`config.mk`:
```
export PLATFORM = sky130hd
export DESIGN_NAME = boot_remap_ctrl
export DESIGN_NICKNAME = d
export VERILOG_FILES = /design/src/rtl/boot_remap_pkg.sv /design/src/rtl/remap_cfg_reg.sv /design/src/rtl/remap_code_dec.sv /design/src/rtl/remap_data_dec.sv /design/src/rtl/boot_remap_ctrl.sv
export SDC_FILE = /design/constraint.sdc
export NUM_CORES = 1
export LEC_CHECK = 0
export ABC_AREA = 1
export ABC_CLOCK_PERIOD_IN_PS = 1000
export CAP_MARGIN = 40
export CORE_AREA = 5 5 46 48
export DETAILED_ROUTE_END_ITERATION = 6
export DIE_AREA = 0 0 51 53
export DONT_BUFFER_PORTS = 1
export GPL_TIMING_DRIVEN = 0
export PLACE_DENSITY = 0.64
export SLEW_MARGIN = 30
export SYNTH_ARGS = -nofsm -noshare
export SYNTH_HDL_FRONTEND = slang
export SYNTH_SLANG_ARGS = --single-unit
```
`constraint.sdc`:
```
create_clock -name clk -period 1 [get_ports clk]
set_input_delay 0.1 -clock clk [delete_from_list [all_inputs] [get_ports clk]]
set_output_delay 0.1 -clock clk [all_outputs]
set_load 0.02 [all_outputs]
```
`src/rtl/boot_remap_pkg.sv`:
```
package boot_remap_pkg;

   typedef enum logic [1:0] {
      SRC_NONE = 2'd0,
      SRC_BOOT = 2'd1,
      SRC_CROM = 2'd2,
      SRC_RAM  = 2'd3
   } code_src_e;

   localparam logic [7:0] FILL_BYTE = 8'hFF;

   // Code-space bytes for a two-bit size code: 4K doubling per step.
   function automatic int code_bytes(input int size_code);
      return 4096 << size_code;
   endfunction

endpackage

```
`src/rtl/remap_cfg_reg.sv`:
```
module remap_cfg_reg #(
   parameter bit         BUILD_RAM = 1'b1,
   parameter int         SIZE_CODE = 2,
   parameter logic [3:0] REVISION  = 4'h5
) (
   input  logic       clk,
   input  logic       rst_n,
   input  logic       func_rst,
   input  logic       wr_en,
   input  logic [7:0] wr_data,
   output logic [7:0] rd_data,
   output logic       shadow
);

   logic shadow_q;
   logic unused_wdata;

   assign unused_wdata = ^wr_data[7:1];

   // Sticky bit: software may only set it.
   always_ff @(posedge clk or negedge rst_n) begin
      if (!rst_n) begin
         shadow_q <= 1'b0;
      end else if (func_rst) begin
         shadow_q <= 1'b0;
      end else if (wr_en && wr_data[0]) begin
         shadow_q <= 1'b1;
      end
   end

   assign shadow  = shadow_q;
   assign rd_data = {BUILD_RAM, 2'(SIZE_CODE), REVISION, shadow_q};

   assert_shadow_sticky_R2 : assert property (@(posedge clk) disable iff (!rst_n)
      (shadow_q && !func_rst) |=> shadow_q);

   assert_shadow_set_R2 : assert property (@(posedge clk) disable iff (!rst_n)
      (wr_en && wr_data[0] && !func_rst) |=> shadow_q);

   assert_func_clear_R3 : assert property (@(posedge clk) disable iff (!rst_n)
      func_rst |=> !shadow_q);

endmodule

```
`src/rtl/remap_code_dec.sv`:
```
module remap_code_dec
   import boot_remap_pkg::*;
#(
   parameter int                BUILD_RAM  = 1,
   parameter int                ADDR_W     = 16,
   parameter logic [ADDR_W-1:0] BOOT_BASE  = 16'h8000,
   parameter int                BOOT_BYTES = 6144,
   parameter int                BOOT_AW    = 13,
   parameter int                CODE_BYTES = 16384
) (
   input  logic [ADDR_W-1:0]  addr,
   input  logic               shadow,
   output code_src_e          src,
   output logic [BOOT_AW-1:0] boot_off
);

   localparam logic [ADDR_W:0] CODE_LIM = (ADDR_W+1)'(CODE_BYTES);
   localparam logic [ADDR_W:0] BOOT_LIM = (ADDR_W+1)'(BOOT_BYTES);
   localparam logic [ADDR_W:0] HI_LO    = {1'b0, BOOT_BASE};
   localparam logic [ADDR_W:0] HI_END   = HI_LO + BOOT_LIM;

   logic [ADDR_W:0] a_ext;
   logic            in_code;

   assign a_ext   = {1'b0, addr};
   assign in_code = a_ext < CODE_LIM;

   if (BUILD_RAM != 0) begin : g_ram_build
      logic in_low_boot;
      logic in_high_boot;

      assign in_low_boot  = a_ext < BOOT_LIM;
      assign in_high_boot = (a_ext >= HI_LO) && (a_ext < HI_END);

      always_comb begin
         if (in_high_boot) begin
            src = SRC_BOOT;
         end else if (!shadow && in_low_boot) begin
            src = SRC_BOOT;
         end else if (shadow && in_code) begin
            src = SRC_RAM;
         end else begin
            src = SRC_NONE;
         end
      end

      assign boot_off = in_high_boot ? BOOT_AW'(addr - BOOT_BASE) : BOOT_AW'(addr);
   end else begin : g_rom_build
      logic unused_shadow;

      assign unused_shadow = shadow;
      assign src           = in_code ? SRC_CROM : SRC_NONE;
      assign boot_off      = '0;
   end

endmodule

```
`src/rtl/remap_data_dec.sv`:
```
module remap_data_dec #(
   parameter int BUILD_RAM = 1,
   parameter int ADDR_W    = 16,
   parameter int RAM_BYTES = 16384
) (
   input  logic [ADDR_W-1:0] addr,
   input  logic              shadow,
   output logic              hit
);

   localparam logic [ADDR_W:0] RAM_LIM = (ADDR_W+1)'(RAM_BYTES);

   if (BUILD_RAM != 0) begin : g_ram_build
      // The data window exists only while the RAM is not yet code.
      assign hit = !shadow && ({1'b0, addr} < RAM_LIM);
   end else begin : g_rom_build
      logic unused_in;

      assign unused_in = shadow ^ (^addr);
      assign hit       = 1'b0;
   end

endmodule

```
`src/rtl/boot_remap_ctrl.sv`:
```
module boot_remap_ctrl
   import boot_remap_pkg::*;
#(
   parameter bit                BUILD_RAM  = 1'b1,
   parameter int                SIZE_CODE  = 2,
   parameter logic [3:0]        REVISION   = 4'h5,
   parameter int                ADDR_W     = 16,
   parameter logic [ADDR_W-1:0] BOOT_BASE  = 16'h8000,
   parameter int                BOOT_BYTES = 6144,
   parameter int                BOOT_AW    = $clog2(BOOT_BYTES),
   parameter int                MEM_AW     = 12 + SIZE_CODE
) (
   input  logic               clk,
   input  logic               rst_n,
   input  logic               func_rst,
   input  logic               cfg_wr,
   input  logic [7:0]         cfg_wdata,
   output logic [7:0]         cfg_rdata,
   input  logic               fetch_en,
   input  logic [ADDR_W-1:0]  fetch_addr,
   output logic [7:0]         fetch_data,
   input  logic               xd_en,
   input  logic               xd_wr,
   input  logic [ADDR_W-1:0]  xd_addr,
   output logic [7:0]         xd_rdata,
   output logic               boot_cs,
   output logic [BOOT_AW-1:0] boot_addr,
   input  logic [7:0]         boot_q,
   output logic               crom_cs,
   input  logic [7:0]         crom_q,
   output logic               ram_cs,
   output logic               ram_we,
   output logic [MEM_AW-1:0]  mem_addr,
   input  logic [7:0]         ram_q
);

   localparam int CODE_BYTES = code_bytes(SIZE_CODE);

   // Elaboration-time parameter checks
   if (SIZE_CODE < 0 || SIZE_CODE > 3) begin : g_bad_size
      $error("SIZE_CODE must be 0..3");
   end
   if (BOOT_AW != $clog2(BOOT_BYTES)) begin : g_bad_boot_aw
      $error("BOOT_AW must equal clog2(BOOT_BYTES)");
   end
   if (MEM_AW != 12 + SIZE_CODE) begin : g_bad_mem_aw
      $error("MEM_AW must equal 12 + SIZE_CODE");
   end
   if (int'(BOOT_BASE) + BOOT_BYTES > (1 << ADDR_W)) begin : g_bad_base
      $error("boot window exceeds address space");
   end
   if (CODE_BYTES > (1 << ADDR_W)) begin : g_bad_code
      $error("code space exceeds address space");
   end

   logic      shadow_bit;
   logic      shadow_eff;
   logic      data_hit;
   code_src_e fsrc;

   remap_cfg_reg #(
      .BUILD_RAM (BUILD_RAM),
      .SIZE_CODE (SIZE_CODE),
      .REVISION  (REVISION)
   ) u_cfg (
      .clk      (clk),
      .rst_n    (rst_n),
      .func_rst (func_rst),
      .wr_en    (cfg_wr),
      .wr_data  (cfg_wdata),
      .rd_data  (cfg_rdata),
      .shadow   (shadow_bit)
   );

   // A ROM build ignores the shadow bit for decoding.
   assign shadow_eff = BUILD_RAM && shadow_bit;

   remap_code_dec #(
      .BUILD_RAM  (int'(BUILD_RAM)),
      .ADDR_W     (ADDR_W),
      .BOOT_BASE  (BOOT_BASE),
      .BOOT_BYTES (BOOT_BYTES),
      .BOOT_AW    (BOOT_AW),
      .CODE_BYTES (CODE_BYTES)
   ) u_code (
      .addr     (fetch_addr),
      .shadow   (shadow_eff),
      .src      (fsrc),
      .boot_off (boot_addr)
   );

   remap_data_dec #(
      .BUILD_RAM (int'(BUILD_RAM)),
      .ADDR_W    (ADDR_W),
      .RAM_BYTES (CODE_BYTES)
   ) u_data (
      .addr   (xd_addr),
      .shadow (shadow_eff),
      .hit    (data_hit)
   );

   assign boot_cs = fetch_en && (fsrc == SRC_BOOT);
   assign crom_cs = fetch_en && (fsrc == SRC_CROM);

   // The RAM has one port: the data side owns it in boot mode,
   // the fetch side after the remap.
   always_comb begin
      if (shadow_eff || !BUILD_RAM) begin
         ram_cs   = fetch_en && (fsrc == SRC_RAM);
         mem_addr = MEM_AW'(fetch_addr);
      end else begin
         ram_cs   = xd_en && data_hit;
         mem_addr = MEM_AW'(xd_addr);
      end
   end

   assign ram_we = xd_en && xd_wr && data_hit;

   always_comb begin
      unique case (fsrc)
         SRC_BOOT: fetch_data = boot_q;
         SRC_CROM: fetch_data = crom_q;
         SRC_RAM:  fetch_data = ram_q;
         default:  fetch_data = FILL_BYTE;
      endcase
   end

   assign xd_rdata = data_hit ? ram_q : FILL_BYTE;

   assert_no_write_shadow_R7 : assert property (@(posedge clk) disable iff (!rst_n)
      cfg_rdata[0] && BUILD_RAM |-> !ram_we);

   assert_one_code_sel_R8 : assert property (@(posedge clk) disable iff (!rst_n)
      $onehot0({boot_cs, crom_cs, ram_cs && shadow_eff}));

   assert_low_boot_gone_R6 : assert property (@(posedge clk) disable iff (!rst_n)
      (shadow_eff && fetch_en && (fetch_addr < BOOT_BASE)) |-> !boot_cs);

   assert_data_blank_R7 : assert property (@(posedge clk) disable iff (!rst_n)
      (cfg_rdata[0] && BUILD_RAM) |-> (xd_rdata == FILL_BYTE));

   if (!BUILD_RAM) begin : g_rom_checks
      assert_no_boot_rom_R9 : assert property (@(posedge clk) disable iff (!rst_n)
         !boot_cs && !ram_cs);
   end

endmodule

```
### Word level (Yosys, flattened, before mapping)

Cells that the tools add are included.

* flip-flop bits (word level): 1
* bits in latches: 0
* memory bits (writable): 0
* memory bits (read-only): 0
* bits of input ports: 71
* output and inout bits: 55
* word-level logic and storage cells: 33
* memories: 0

* add/sub/neg operators: 1
* $mul: 0
* div/mod/pow operators: 0
* order comparisons: 5
* eq/ne operators: 3
* shift operators: 0
* muxes and demuxes: 10
* bitwise logic cells: 0
* reduce and logical (&&, ||, !) cells: 13

Operators by type and width (number)
* $lt 16x15->1 const B: 2
* $pmux 8 s3: 1
* $ge 16x16->1 const B: 1
* $lt 16x13->1 const B: 1
* $lt 16x16->1 const B: 1
* $mux 14: 1
* $mux 13: 1
* $sub 13x1->13 const B: 1
* $logic_and 1x1->1: 11
* $mux 8: 1
* $mux 2: 3
* $eq 2x2->1 const B: 2
* $mux 1: 3
* $eq 2x1->1 const B: 1
* $reduce_bool 2->1: 1
* $logic_not 1->1: 1

### Logic depth before layout (Yosys ltp)

Gate-level depths: netlist (run 1).

* depth after elaboration: 8
* mapped depth: 6
* mapped depth without buffers: 6

### By module

Synthesis (run 1) repeated with hierarchy kept, for this count alone.

* cell total of the unflattened synthesis: 140
* area, all modules: 764.5 µm²

Modules (own cells, without submodules)
* boot_remap_ctrl: instances 1, cells an instance 102, area each 514.2 µm², seq. area each 0.0 µm²
* remap_code_dec: instances 1, cells an instance 20, area each 123.9 µm², seq. area each 0.0 µm²
* remap_cfg_reg: instances 1, cells an instance 14, area each 108.9 µm², seq. area each 25.0 µm²
* remap_data_dec: instances 1, cells an instance 4, area each 17.5 µm², seq. area each 0.0 µm²

### Worst setup path after synthesis (run 1)

No wires, ideal clock.

* kind: register to output
* from: reg u_cfg.shadow_q, in the netlist u_cfg.shadow
* to: out boot_cs
* arrival time: 0.983 ns
* required time: 0.900 ns
* slack: -0.083 ns
* stages on the path, launching flop included: 5
* path buffers: 1
* cells stage by stage: dfrtp_1 buf_6 nand2_8 clkinv_8 nor3_2

* cells in the longest elaborated chain, start to end: 6
* elaborated cells between the ends (all ways): 8
* classes of those cells: eq/ne: 1; mux: 3; reduce/logical: 4

Ends and longest elaborated chain
* from (decl): line remap_cfg_reg.sv:15 `logic shadow_q;`
* from (signal assigned): line remap_cfg_reg.sv:23 `shadow_q <= 1'b0;`
* from (signal assigned): line remap_cfg_reg.sv:25 `shadow_q <= 1'b0;`
* from (signal assigned): line remap_cfg_reg.sv:27 `shadow_q <= 1'b1;`
* $logic_and 1x1->1 / $logic_not 1->1 (equally long branches): line remap_code_dec.sv:40, remap_code_dec.sv:38
* $mux 2 / $logic_and 1x1->1 (equally long branches): line remap_code_dec.sv:40, remap_code_dec.sv:38
* $mux 2 *: line remap_code_dec.sv:38 `end else if (!shadow && in_low_boot) begin`
* $mux 2 *: line remap_code_dec.sv:36 `if (in_high_boot) begin`
* $eq 2x1->1 *: line boot_remap_ctrl.sv:102 `assign boot_cs = fetch_en && (fsrc == SRC_BOOT);`
* $logic_and 1x1->1 *: line boot_remap_ctrl.sv:102
* to (decl): line boot_remap_ctrl.sv:26 `output logic boot_cs,`

Mark *: on every way between the ends. The rest lies on a longest branch, timed or not.

### Worst setup path after layout (run 1)

* from: reg u_cfg.shadow_q, in the netlist u_cfg.shadow
* to: out fetch_data[5]

* cells in the longest elaborated chain, start to end: 6
* elaborated cells between the ends (all ways): 10
* classes of those cells: eq/ne: 3; mux: 4; reduce/logical: 3

Ends and longest elaborated chain
* $logic_and 1x1->1 / $logic_not 1->1 (equally long branches): line remap_code_dec.sv:40, remap_code_dec.sv:38
* $mux 2 / $logic_and 1x1->1 (equally long branches): line remap_code_dec.sv:40, remap_code_dec.sv:38
* $mux 2 *: line remap_code_dec.sv:38
* $mux 2 *: line remap_code_dec.sv:36
* $eq 2x2->1 / $eq 2x1->1 (equally long branches): line boot_remap_ctrl.sv:120 `unique case (fsrc)`
* $pmux 8 s3 *: line boot_remap_ctrl.sv:120
* to (decl): line boot_remap_ctrl.sv:21 `output logic [7:0] fetch_data,`

Marked as above.

==> results.toml, run 1 <==
[critical_path]
critPathKind = "reg -> out"
startpoint_type = "register"
cp.arrival_ns = 0.98
required_ns = 0.90
critPathCaptureType = "output port"
worst-path-max-fanout = 5

[place]
port_buffers = 0
dp_hpwl_um = 1846
place_congestion = 0.6179

[grt]
antenna_found_initial = 0
grt_usage_pct = 15.09
grt_max_degree = 11
grt_pass1_wl_um = 3305
overflow = 0
grt_pass1_vias = 789

[logic_synthesis]
synth-main-ff-cell = "dfrtp_1"
synth_mux_area_share_pct = 0
yosys_warnings = 0
synth-compound-area-share_pct = 1.809
synth_top_cell_by_area = "nand2_1"
yosys.area_share.simple_pct = 51.32
ys_top_cells_by_count = "nand2_1, inv_1, buf_4, nand2_2, nand3_1"
synthXorXnorAreaFrac_pct = 0
synth_adder_area_share_pct = 0
synth-seq-cells = 1
synth.distinct_cells = 19
synth_cells = 145
synthTopCellsByArea = "nand2_1, buf_4, inv_1, nand2_2, nand3_1"
avgSynthCellArea_sq_um = 5.246
synth.most_common_cell = "nand2_1"
synth_edf_count = 0
ys_seq_area_share_pct = 3.289
synth_top_family_by_area = "simple AND/OR/NAND/NOR gates"
async_reset_ff_share_pct = 100.0
syn_area_sq_um = 760.7
yosysTopAreaCellShare_pct = 31.09

[final_layout]
multiInputGateArea_sq_um = 559.3
n_antenna_cell = 0
nets = 233
area_growth_pct = 34.37
drive_gt1_share_pct = 55.63
fin_util_pct = 61.20
largest_register_ffs = 1
fillCellCount = 169
seqCellArea_sq_um = 25.02

[die]
core_area_sq_um = 1670
initial_utilization_pct = 45.54
die_h_um = 53
rows = 15
die-area_sq_um = 2703
ios = 126
die_w_um = 51

[routing]
drt_first_pass_iters = 4
wire_per_inst_um = 13.46
via_count = 830
drt_iter0_drc = 10
drc = 0
postRouteAntennaNets = 0
totalWireLength_um = 2382
viasPerCell = 4.689

[pwr]
p_per_area_nw_per_um2 = 583.5
peakVddDrop_mv = 0.3699
p_leak_nw = 0.5946

[run_status]
status = "finished with violations"
violations = "setup timing"

[timing]
skew_ns = 0
maxSlewViolCount = 0
worst_slack_ns = -0.08290
timing.fmax_ghz = 0.9234
timing.hold.ws_ns = 0.1669
final.min_clock_period_ns = 1.083
fin_crit_sh_pct = 108.3
hold_viol_final = 0
rsz0062_at_grt = "yes"
setup_viol = 19

[clocking]
clk_pin_slew_worst_paths_ns = 0
clock_latency_ns = 0

[job]
cap_violations = 0

[hold_path]
min_path_type = "in -> reg"
power by group:
| group | switching [mW] | internal, mW |
|---|---|---|
| registers | 0.00187 | 0.0439 |
| clock network | 0 | 0 |
| logic | 0.378 | 0.173 |
metrics by stage:
stage,instances,power [mW],worst slack [ns],setup TNS [ns],cell area [sq um]
2_1_floorplan,151,0.4730,-0.01132,-0.01132,792.0
3_3_place_gp,168,0.5065,-0.1049,-1.775,813.3
3_5_place_dp,168,0.5103,-0.09326,-1.686,813.3
4_1_cts,176,0.5655,-0.09259,-0.9082,935.9
5_1_grt,177,0.6367,-0.1300,-2.127,1022
6_report,177,0.5964,-0.08290,-0.7617,1022
path summary, 6_finish.rpt:
check	start	end	slack, ns	depth (start not counted)
max in group asynchronous	rst_n	u_cfg.shadow	0.58	1
hold reg to reg	u_cfg.shadow	u_cfg.shadow	0.73	3
min in group asynchronous	rst_n	u_cfg.shadow	0.32	1
hold / removal	func_rst	u_cfg.shadow	0.17	1
setup / recovery	u_cfg.shadow	fetch_data[5]	-0.08	6
setup reg to reg	u_cfg.shadow	u_cfg.shadow	0.19	3
per-layer routing:
metal | vias up | routed length [um] | GRT usage (%) | part of all wire, %
met3 | 0 | 261 | 1.690 | 11
met2 | 56 | 1276 | 29.18 | 54
li1 | 414 | - | - | -
met5 | - | 0 | 0 | 0
met4 | 0 | 0 | 0 | 0
met1 | 360 | 843 | 18.76 | 35
worst max-delay path, stage by stage (launching register included):
cell     delay (ns)
dfrtp_1        0.37
buf_6          0.15
nand2_8        0.10
buf_6          0.12
nand3_1        0.08
nand2_1        0.09
inv_2          0.07
final cells by class:
cell class	count	share of cell area, %
Tap cell	17	2.081
Multi-Input combinational cell	96	54.71
Timing Repair Buffer	7	6.120
Buffer	25	19.09
Inverter	29	13.83
Sequential cell	1	2.448
Timing Repair inverter	2	1.714
cells in the final DEF (no fill, tap or decap):
master         count
inv_4              1
buf_6              4
nor2_1             2
nand2_8            2
clkinv_8           2
nand3_1            4
buf_4             27
inv_2              8
dfrtp_1            1
dlygate4sd3_1      1
nand3_2            4
inv_1             17
inv_6              2
nor2_4             2
conb_1             8
nand2_2           32
clkinv_4           1
nand2_4            2
nand2_1           37
nor3_4             1
o21ai_4            1
a21oi_1            1
kinds of logic (layout without fill, tap and decap cells):
kind of cell    Yosys count  after routing
compound gates            2              2
buf+inv                  54             63
flops                     1              1
other cells               2              8
simple gates             86             86
timing repair:
action,CTS,global route
hold buffers,1,0
gates resized for setup,24,20
cloned,3,0
pin swaps,3,9
buffers inserted,4,1
hold endpoints to repair,1,0
setup endpoints to repair,31,32
Note: power is estimated with default switching activity, not from simulation.
==> inputs of run 2 (changes only) <==
- CORE_AREA: 5 5 46 48 -> 2 2 49 51
- PLACE_DENSITY: 0.64 -> 0.52
==> results.toml, run 2 (same netlist as run 1, synthesis figures left out) <==
[die]
rows = 17
die_h_um = 53
die-area_sq_um = 2703
initial_utilization_pct = 35.41
ios = 126
die_w_um = 51
core_area_sq_um = 2148

[routing]
postRouteAntennaNets = 0
totalWireLength_um = 2183
drc = 0
drt_iter0_drc = 2
via_count = 835
viasPerCell = 4.418
wire_per_inst_um = 11.55
drt_first_pass_iters = 2

[critical_path]
r2r_cells = 3
cp_num_buf_inv = 3
critPathKind = "reg -> out"
cpLargestDelayFamily = "flip-flops"
worstPathCellList = "buf_6 -> buf_12 -> nand2_8 -> nand3_1 -> nand2_1 -> inv_2"
critPathCaptureType = "output port"
worst-path-max-fanout = 6
required_ns = 0.90
cp.depth = 6
max_stage_delay_ns = 0.36
cp.arrival_ns = 0.97
rrSetupSlack_ns = 0.20
slowest_stage = "dfrtp_1"
r2r-end = "u_cfg.shadow"
worstReg2RegStart = "u_cfg.shadow"
startpoint_type = "register"

[final_layout]
final_cell_mix = "buf_4, nand2_1, nand2_2"
drive_gt1_share_pct = 62.11
area_growth_pct = 57.24
final_common_cell = "buf_4"
nets = 234
n_antenna_cell = 0
largest_register_ffs = 1

[timing]
rsz0062_at_grt = "yes"
final.min_clock_period_ns = 1.069
setup_viol = 10
fin_crit_sh_pct = 106.9
fin_tns_setup_ns = -0.4372
hold_viol_final = 0
timing.hold.ws_ns = 0.1657
worst_slack_ns = -0.06944
skew_ns = 0
maxSlewViolCount = 0
timing.fmax_ghz = 0.9351

[pwr]
finalPower_mw = 0.6839
p_leak_nw = 0.6676
peakVddDrop_mv = 0.3214
p_per_area_nw_per_um2 = 571.8

[grt]
grt_pass1_vias = 737
grt_usage_pct = 15.07
grt_pass1_wl_um = 3222
antenna_found_initial = 0
grt_max_degree = 11
overflow = 0

[hold_path]
hold_depth = 1
hold_start = "func_rst"
min_path_type = "in -> reg"
holdPathEnd = "u_cfg.shadow"

[job]
cap_violations = 0

[place]
port_buffers = 0
dp_hpwl_um = 1534
place_congestion = 0.6437
place_ws_ns = -0.08553

[clocking]
clk_pin_slew_worst_paths_ns = 0
clock_latency_ns = 0

[run_status]
violations = "setup timing"
status = "finished with violations"
-- run 2: changes by cell type in the layout (fill, tap and decap cells not counted), moves of 2 or more --
| cell | before | now |
|---|---|---|
| inv_6 | 2 | 0 |
| nand3_2 | 4 | 2 |
| inv_2 | 8 | 6 |
| nand2_4 | 2 | 19 |
| buf_6 | 4 | 2 |
| inv_4 | 1 | 3 |
| inv_8 | 0 | 3 |
| nand2_1 | 37 | 26 |
| nand2_2 | 32 | 26 |
-- run 2: per-stage QoR --
step,cells,area (sq um),util (%)
4_1_cts,188,1095,50.96
6_report,189,1196,55.68
3_3_place_gp,179,827.0,38.50
3_5_place_dp,179,827.0,38.50
2_1_floorplan,151,792.0,-
5_1_grt,189,1196,55.68
-- run 2: how the worst max path moves through the flow --
stage | startpoint | to | slack, ns
3_3_place_gp | u_cfg.shadow | boot_cs | -0.09
4_1_cts | u_cfg.shadow | fetch_data[7] | -0.06
2_1_floorplan | u_cfg.shadow | boot_cs | -0.01
6_report | u_cfg.shadow | fetch_data[2] | -0.07
3_5_place_dp | u_cfg.shadow | mem_addr[7] | -0.09
5_1_grt | u_cfg.shadow | fetch_data[2] | -0.11
-- run 2: what timing repair did --
item,4_1_cts,5_1_grt
hold endpoints to repair,1,0
cloned,4,0
gates resized for setup,56,22
hold buffers,1,0
pin swaps,12,6
setup buffers,4,1
setup endpoints to repair,31,32
-- run 2: metal layers --
metal / up-vias / part of all wire (%) / global-route usage, %
met2: 58 / 54 / 28.79
met5: - / 0 / 0
met1: 355 / 37 / 19.43
met3: 0 / 9.1 / 0.2825
li1: 422 / - / -
met4: 0 / 0 / 1.351
-- run 2: power by group --
| part | internal (mW) | leakage [nW] | switching, mW |
|---|---|---|---|
| combinational | 0.216 | 0.654 | 0.422 |
| clock | 0 | 0 | 0 |
| sequential | 0.0439 | 0.0131 | 0.00173 |
| total | 0.260 | 0.668 | 0.424 |
-- run 2: final cells by class --
type	instances	area, sq um
timing repair buffer	7	71.32
sequential	1	25.02
fill	215	952.2
inverter	29	148.9
multi-input combinational	97	694.4
tap	28	35.03
timing repair inverter	2	22.52
buffer	25	198.9
